--- src/rtl/gpio_evt_pkg.sv ---
package gpio_evt_pkg;
  typedef enum logic [1:0] {
    EVT_LEVEL = 2'd0,
    EVT_EDGE  = 2'd1,
    EVT_OFF   = 2'd2,
    EVT_ANY   = 2'd3
  } evt_mode_e;

  localparam logic ADDR_PEND = 1'b0;
  localparam logic ADDR_MASK = 1'b1;
endpackage

--- src/rtl/gpio_evt_rst_sync.sv ---
module gpio_evt_rst_sync #(
  parameter int STAGES = 2
) (
  input  logic clk,
  input  logic arst_n_i,
  output logic rst_n_o
);
  logic [STAGES-1:0] chain_q;
  logic [STAGES-1:0] chain_d;

  always_comb begin
    chain_d = {chain_q[STAGES-2:0], 1'b1};
  end

  always_ff @(posedge clk or negedge arst_n_i) begin
    if (!arst_n_i) chain_q <= '0;
    else           chain_q <= chain_d;
  end

  assign rst_n_o = chain_q[STAGES-1];
endmodule

--- src/rtl/gpio_evt_detect.sv ---
module gpio_evt_detect
  import gpio_evt_pkg::*;
#(
  parameter int NUM_PADS = 8,
  localparam int MODE_W  = 2 * NUM_PADS
) (
  input  logic                clk,
  input  logic                rst_n,
  input  logic [NUM_PADS-1:0] pad_i,
  input  logic [MODE_W-1:0]   mode_i,
  input  logic [NUM_PADS-1:0] inv_i,
  output logic [NUM_PADS-1:0] evt_o
);
  logic [NUM_PADS-1:0] hist_q;
  logic [NUM_PADS-1:0] hist_d;

  always_comb hist_d = pad_i;

  always_ff @(posedge clk or negedge rst_n) begin
    if (!rst_n) hist_q <= '0;
    else        hist_q <= hist_d;
  end

  for (genvar k = 0; k < NUM_PADS; k++) begin : g_pad
    logic      cur_adj;
    logic      old_adj;
    evt_mode_e mode;

    always_comb begin
      mode    = evt_mode_e'(mode_i[2*k +: 2]);
      cur_adj = pad_i[k] ^ inv_i[k];
      old_adj = hist_q[k] ^ inv_i[k];
      unique case (mode)
        EVT_LEVEL: evt_o[k] = cur_adj;
        EVT_EDGE:  evt_o[k] = cur_adj & ~old_adj;
        EVT_ANY:   evt_o[k] = pad_i[k] ^ hist_q[k];
        default:   evt_o[k] = 1'b0;
      endcase
    end
  end
endmodule

--- src/rtl/gpio_evt_regs.sv ---
module gpio_evt_regs
  import gpio_evt_pkg::*;
#(
  parameter int NUM_PADS = 8
) (
  input  logic                clk,
  input  logic                rst_n,
  input  logic [NUM_PADS-1:0] evt_i,
  input  logic                wr_i,
  input  logic                addr_i,
  input  logic [NUM_PADS-1:0] wdata_i,
  output logic [NUM_PADS-1:0] pend_o,
  output logic [NUM_PADS-1:0] mask_o
);
  logic [NUM_PADS-1:0] pend_q, pend_d;
  logic [NUM_PADS-1:0] mask_q, mask_d;
  logic [NUM_PADS-1:0] clr_bits;
  logic                mask_we;

  always_comb begin
    clr_bits = (wr_i && addr_i == ADDR_PEND) ? wdata_i : '0;
    mask_we  = wr_i && addr_i == ADDR_MASK;
    pend_d   = (pend_q & ~clr_bits) | evt_i;
    mask_d   = wdata_i;
  end

  always_ff @(posedge clk or negedge rst_n) begin
    if (!rst_n) pend_q <= '0;
    else        pend_q <= pend_d;
  end

  always_ff @(posedge clk or negedge rst_n) begin
    if (!rst_n)       mask_q <= '0;
    else if (mask_we) mask_q <= mask_d;
  end

  assign pend_o = pend_q;
  assign mask_o = mask_q;
endmodule

--- src/rtl/gpio_evt_irq.sv ---
module gpio_evt_irq #(
  parameter int NUM_PADS = 8
) (
  input  logic                clk,
  input  logic                rst_n,
  input  logic [NUM_PADS-1:0] pend_i,
  input  logic [NUM_PADS-1:0] mask_i,
  output logic                irq_o
);
  logic irq_q, irq_d;

  always_comb irq_d = |(pend_i & mask_i);

  always_ff @(posedge clk or negedge rst_n) begin
    if (!rst_n) irq_q <= 1'b0;
    else        irq_q <= irq_d;
  end

  assign irq_o = irq_q;
endmodule

--- src/rtl/gpio_event_detector.sv ---
module gpio_event_detector
  import gpio_evt_pkg::*;
#(
  parameter int NUM_PADS   = 8,
  parameter int RST_STAGES = 2,
  localparam int MODE_W    = 2 * NUM_PADS
) (
  input  logic                clk,
  input  logic                rst_n,
  input  logic [NUM_PADS-1:0] pad_i,
  input  logic [MODE_W-1:0]   evt_mode_i,
  input  logic [NUM_PADS-1:0] pad_inv_i,
  input  logic                reg_wr_i,
  input  logic                reg_addr_i,
  input  logic [NUM_PADS-1:0] reg_wdata_i,
  output logic [NUM_PADS-1:0] reg_rdata_o,
  output logic                irq_o
);
  logic                rst_q;
  logic [NUM_PADS-1:0] evt;
  logic [NUM_PADS-1:0] status_q;
  logic [NUM_PADS-1:0] enable_q;

  gpio_evt_rst_sync #(.STAGES(RST_STAGES)) u_rst (
    .clk(clk), .arst_n_i(rst_n), .rst_n_o(rst_q)
  );

  gpio_evt_detect #(.NUM_PADS(NUM_PADS)) u_det (
    .clk(clk), .rst_n(rst_q), .pad_i(pad_i), .mode_i(evt_mode_i),
    .inv_i(pad_inv_i), .evt_o(evt)
  );

  gpio_evt_regs #(.NUM_PADS(NUM_PADS)) u_regs (
    .clk(clk), .rst_n(rst_q), .evt_i(evt), .wr_i(reg_wr_i),
    .addr_i(reg_addr_i), .wdata_i(reg_wdata_i),
    .pend_o(status_q), .mask_o(enable_q)
  );

  gpio_evt_irq #(.NUM_PADS(NUM_PADS)) u_irq (
    .clk(clk), .rst_n(rst_q), .pend_i(status_q), .mask_i(enable_q),
    .irq_o(irq_o)
  );

  always_comb reg_rdata_o = (reg_addr_i == ADDR_MASK) ? enable_q : status_q;
endmodule

--- config.mk ---
export PLATFORM = sky130hd
export DESIGN_NAME = gpio_event_detector
export DESIGN_NICKNAME = d
export VERILOG_FILES = /design/src/rtl/gpio_evt_pkg.sv /design/src/rtl/gpio_evt_rst_sync.sv /design/src/rtl/gpio_evt_detect.sv /design/src/rtl/gpio_evt_regs.sv /design/src/rtl/gpio_evt_irq.sv /design/src/rtl/gpio_event_detector.sv
export SDC_FILE = /design/constraint.sdc
export NUM_CORES = 1
export LEC_CHECK = 0
export BUFFER_PORTS_ARGS = -buffer_cell sky130_fd_sc_hd__buf_2
export CORE_UTILIZATION = 25
export DETAILED_ROUTE_END_ITERATION = 10
export SLEW_MARGIN = 30
export SYNTH_ARGS = -nofsm -noshare
export SYNTH_HDL_FRONTEND = slang
export SYNTH_SLANG_ARGS = --single-unit
export TNS_END_PERCENT = 30
--- constraint.sdc ---
create_clock -name clk -period 0.99 [get_ports clk]
set_input_delay 0.1485 -clock clk [delete_from_list [all_inputs] [get_ports clk]]
set_output_delay 0.1485 -clock clk [all_outputs]
set_load 0.01 [all_outputs]
# Word-level counts from Yosys, hierarchy flattened
# Index checks and enable logic that the tools add are counted.
word_totals:
  register_bits: 27
  inputBits: 44
  word_cells: 87
classes:
  eq_ne: 16
  muxes: 10
  bitwise_logic: 45
  reduce_logical: 11
op_table:
  columns: ["op", "n"]
  rows:
  - ["1-bit case mux with 3 select lines", 8]
  - ["1-bit bitwise XOR", 24]
  - ["8-bit bitwise AND", 2]
  - ["2-bit by 1-bit == test with 1-bit output (second input constant)", 8]
  - ["2-bit == test (second input constant)", 8]
  - ["2-bit zero test", 8]
  - ["8-bit 2-to-1 mux", 2]
  - ["1-bit NOT", 9]
  - ["1-bit bitwise AND", 8]
  - ["8-bit NOT", 1]
  - ["8-bit OR", 1]
  - ["8-bit OR reduction", 1]
  - ["1-bit logical AND", 2]

# Logic depth before layout (Yosys ltp)
depth:
  ltp_word: 6
  depth_mapped: 5
  ltp_nobuf: 3

# Hierarchy
# Synthesis repeated with hierarchy kept, for this count alone.
hier_totals:
  hier_cells: 125
  area_unflattened_um2: 1373.8
by_module_without_submodules:
  columns: ["module", "instances", "cells_each", "area_per_inst_um2"]
  rows:
  - ["gpio_evt_regs", 1, 51, 626.9]
  - ["gpio_evt_detect", 1, 56, 500.5]
  - ["gpio_event_detector", 1, 9, 131.4]
  - ["gpio_evt_irq", 1, 6, 61.3]
  - ["gpio_evt_rst_sync", 1, 3, 53.8]

# Least setup slack after synthesis
# No wires, ideal clock.
synth_path:
  path_kind: "reg2out"
  from: "register u_regs.pend_q[1], in the netlist u_regs.pend_o[1]"
  to: "output port reg_rdata_o[1]"
  arrival_time_ns: 0.661
  required_time_ns: 0.841
  slack_ns: 0.181
  stages_incl_launch_ff: 2
  n_path_buf: 0
  cell_sequence: "dfrtp_1 mux2_2"
synth_via:
  elab_chain_cells: 1
synth_rtl:
  columns: ["element", "line", "text"]
  rows:
  - ["from (decl)", "gpio_evt_regs.sv:15", "logic [NUM_PADS-1:0] pend_q, pend_d;"]
  - ["from (signal assigned)", "gpio_evt_regs.sv:29", "else pend_q <= pend_d;"]
  - ["8-bit 2-to-1 mux", "gpio_event_detector.sv:44", "always_comb reg_rdata_o = (reg_addr_i == ADDR_MASK) ? enable_q : status_q;"]
  - ["to (decl)", "gpio_event_detector.sv:16", "output logic [NUM_PADS-1:0] reg_rdata_o,"]
# Every way passes these cells.

# Final worst setup path
layout_path:
  from: "register u_regs.pend_q[5], in the netlist u_regs.pend_o[5]"
  to: "output port reg_rdata_o[5]"
# The elaborated chain is that of the path after synthesis.

==> impl_table.tex <==
\begin{tabular}{lr}
\hline
Metric & Value \\
\hline
\multicolumn{2}{l}{\textbf{Outcome}} \\
\quad Result of the run & finished, violations left \\
\quad Failing checks & setup timing \\
\multicolumn{2}{l}{\textbf{Power}} \\
\quad Lkg Pwr & 1.008 nW \\
\quad Overall Power & 2.660 mW \\
\quad Power density normalized to cell area & 1295 nW/µm² \\
\quad Highest ir drop seen on vdd & 0.0009705 V \\
\multicolumn{2}{l}{\textbf{Floorplan}} \\
\quad Full die area & 5878 µm² \\
\quad Number of top-level pins & 53 \\
\quad Horizontal die dimension & 76.67 µm \\
\quad Effective utilization at floorplan & 26.61\% \\
\quad \# rows & 26 \\
\quad Die Span Y & 76.67 µm \\
\quad Area of the core region & 5238 µm² \\
\multicolumn{2}{l}{\textbf{Setup path}} \\
\quad Crit-path max FO & 2 \\
\quad Worst R2R Setup Slack & 0.01 ns \\
\quad Crit start category & register \\
\quad Worst reg2reg path depth & 3 \\
\quad Launching point of the worst reg2reg path & u\_regs.mask\_o[5] \\
\quad Cell with the largest stage delay on the worst path & dfrtp\_1 \\
\quad CP required & 0.84 ns \\
\quad Worst Path Arrival & 1.07 ns \\
\quad CP endpoint kind & output port \\
\quad R2R Path End & u\_irq.irq\_o \\
\quad Sum of buffers and inverters on the critical path & 1 \\
\quad Critical path cell sequence & mux2\_2, buf\_6 \\
\quad Cell count along the critical path & 2 \\
\quad Top Family by Delay on Critical Path & flip-flops \\
\quad Delay of the slowest cell on the worst path & 0.41 ns \\
\quad CP Class & reg -> out \\
\multicolumn{2}{l}{\textbf{Drt}} \\
\quad Number of search-and-repair iterations in the first detailed-routing pass & 4 \\
\quad Via density & 4.409 \\
\quad Drt initial violations & 27 \\
\quad DR vias & 1283 \\
\quad WL final & 3370 µm \\
\quad Detail Route Antenna Nets & 0 \\
\quad Routed wire per std cell & 11.58 µm \\
\quad DR DRC count & 0 \\
\multicolumn{2}{l}{\textbf{Clock network}} \\
\quad CTS tree & done \\
\quad Number of levels the H-tree was split into & 1 \\
\quad Number of sinks handled by clock tree synthesis & 27 \\
\quad Clock network latency to the later pin of the worst-skew pair & 0.27 ns \\
\quad Clock transition at path regs & 0.10 ns \\
\quad Cell at the root of the clock tree & clkbuf\_8 \\
\quad Cts bufs inserted & 3 \\
\quad Max Root-Sink Buffers & 2 \\
\multicolumn{2}{l}{\textbf{Yosys}} \\
\quad Synth Area in Adders & 0\% \\
\quad Top cells by area in the synthesized netlist & dfrtp\_1 48\%, nand2b\_1 7.2\%, inv\_1 6.5\% \\
\quad Share of synthesized area spent on multiplexers & 6.463\% \\
\quad Post-synthesis average cell area & 9.885 µm² \\
\quad Warnings, synthesis & 0 \\
\quad Post-synthesis share of cell area spent on and, or, nand and nor gates & 13.73\% \\
\quad Fraction of synthesized cell area taken by the top area cell type & 48.47\% \\
\quad Post-Syn Instances & 141 \\
\quad Parity-gate share of the synthesized area counting xor and xnor cells & 0\% \\
\quad Register bit count reported by yosys & 27 \\
\quad Syn Std Cell Area & 1394 µm² \\
\quad Sequential area share after synthesis & 48.47\% \\
\quad Main combinational cell family by area after synthesis & compound AO/OA/AOI/OAI gates \\
\quad Share of the synthesized area in compound gates (AO/OA/AOI/OAI) & 22.98\% \\
\quad Library cell with the largest summed area after synthesis & dfrtp\_1 \\
\quad Number of library cell types mapped by synthesis & 16 \\
\quad Total nets after synthesis & 185 \\
\multicolumn{2}{l}{\textbf{STA}} \\
\quad Post-layout min period & 1.222 ns \\
\quad Endpoints failing setup & 8 \\
\quad Setup repair after global routing missed its margin & yes \\
\quad Crit path setup slack, layout & -0.2317 ns \\
\quad Max Freq & 0.8185 GHz \\
\quad Final worst hold slack & 0.1468 ns \\
\quad Fraction of the cycle the final worst path needs & 123.4\% \\
\quad Final number of max-transition violations & 0 \\
\quad Worst clock skew & 0.007410 ns \\
\quad Setup Total Neg Slack & -1.746 ns \\
\quad Hold Violations, Final & 0 \\
\multicolumn{2}{l}{\textbf{Cells and area}} \\
\quad Fraction of layout instances using a drive strength above 1 & 42.08\% \\
\quad Final standard cell utilization of the core & 39.23\% \\
\quad Multi-input gate area & 626.9 µm² \\
\quad Number of nets in the finished design & 266 \\
\quad Filler Cells Inserted & 549 \\
\quad Antenna diodes & 0 \\
\quad Area growth, synth to finish & 47.40\% \\
\quad Register area & 675.6 µm² \\
\multicolumn{2}{l}{\textbf{GRT}} \\
\quad Wire length of the first global-routing pass & 5816 µm \\
\quad Initial antenna violation count & 0 \\
\quad Gr ovfl total & 0 \\
\quad Maximum number of pins on one net before global-route repair & 17 \\
\quad Total routing resource utilization after global routing & 12.27\% \\
\quad Via count of the first global-routing pass & 1355 \\
\multicolumn{2}{l}{\textbf{Hold path}} \\
\quad Hold Path Stages & 3 \\
\quad Hold wc startpoint & reg\_wdata\_i[2] \\
\quad Type of the most critical hold path & in -> reg \\
\quad Hold Path Sink & u\_regs.mask\_o[2] \\
\multicolumn{2}{l}{\textbf{Run}} \\
\quad Max-cap check violation count & 0 \\
\multicolumn{2}{l}{\textbf{Place}} \\
\quad Detail Placement HPWL & 2524 µm \\
\quad Input/output buffers & 52 \\
\quad Worst-case setup slack after placement & -0.09779 ns \\
\quad Weighted congestion at the end of routability-driven global placement & 0.6170 \\
\hline
\end{tabular}
[final cells by class]
| cell class | count | share of cell area, % |
|---|---|---|
| flip-flops and latches | 27 | 32.89 |
| well taps | 70 | 4.263 |
| inverters | 24 | 4.385 |
| clock inverters | 1 | 0.2436 |
| clock buffers | 3 | 2.010 |
| repair buffers | 78 | 25.70 |
| multi-input cells | 88 | 30.51 |
[worst register-to-register path, delay by kind of cell, from the launching register on]
kind,cells,cell delay [ns]
DFF,1,0.40
AOI/OAI and AO/OA,1,0.20
buffers and inverters,1,0.15
and+or+nand+nor,1,0.11
[what timing repair did]
| action | in CTS | in global routing |
|---|---|---|
| hold buffers | 7 | 2 |
| hold endpoints to repair | 8 | 2 |
| resized for setup | 10 | 3 |
| pin swaps | 0 | 1 |
| endpoints found under the setup margin | 8 | 9 |
| setup buffers | 14 | 1 |
[power breakdown]
part	switching, mW	internal [mW]	leakage, nW	total (mW)
logic	0.332	0.439	0.679	0.771
clock network	0.350	0.282	0.0255	0.632
registers	0.0552	1.20	0.303	1.26
[stage by stage]
step	area (µm²)	cells
2_1_floorplan	1394	141
3_3_place_gp	1734	263
3_5_place_dp	1734	263
4_1_cts	2012	288
5_1_grt	2054	291
6_report	2054	291
[cell usage in the layout, fill, tap and decap left out, drive strengths merged, types with 3 or more instances in the layout]
cell	count
a22oi	4
nand2b	17
inv	24
buf	69
o2111ai	8
dlygate4sd3	9
nand2	17
o211ai	8
mux2	8
o21ai	16
dfrtp	27
o22ai	8
clkbuf	3
[routing by layer]
layer / up-vias / share of wire, % / track usage, %
met1: 598 / 43 / 14.35
met5: - / 0 / 0
li1: 652 / - / -
met3: 2 / 4.9 / 3.333
met2: 31 / 52 / 22.86
met4: 0 / 0.36 / 1.154
[cells by family after synthesis]
family,count (synthesis)
other cells,1
buf+inv,26
flops,27
compound gates,44
mux,8
simple gates,35
[synthesized netlist by cell type]
master / number
nand2b_4: 1
nand2_1: 16
o2111ai_1: 8
o21ai_2: 8
a22oi_1: 4
buf_6: 2
nand2_4: 1
conb_1: 1
mux2_2: 8
inv_1: 24
nand2b_1: 16
nand4_1: 1
o211ai_1: 8
dfrtp_1: 27
o21ai_1: 8
o22ai_1: 8
[how the worst max path moves through the flow]
stage	startpoint	end	slack (ns)
4_1_cts	u_regs.pend_o[0]	reg_rdata_o[0]	-0.25
3_3_place_gp	reg_addr_i	reg_rdata_o[0]	-0.08
3_5_place_dp	reg_addr_i	reg_rdata_o[2]	-0.1
2_1_floorplan	u_rst.chain_q[1]	u_det.hist_q[0]	0.18
6_report	u_regs.pend_o[5]	reg_rdata_o[5]	-0.23
5_1_grt	u_regs.pend_o[0]	reg_rdata_o[0]	-0.27
[sequential cells by signal (all words and copies together) (netlist names)]
register and cells:
u_irq.irq_o 1, u_regs.pend_o 8, u_regs.mask_o 8, u_rst.chain_q 2
u_det.hist_q 8
Power figures use the tool's default switching activity.
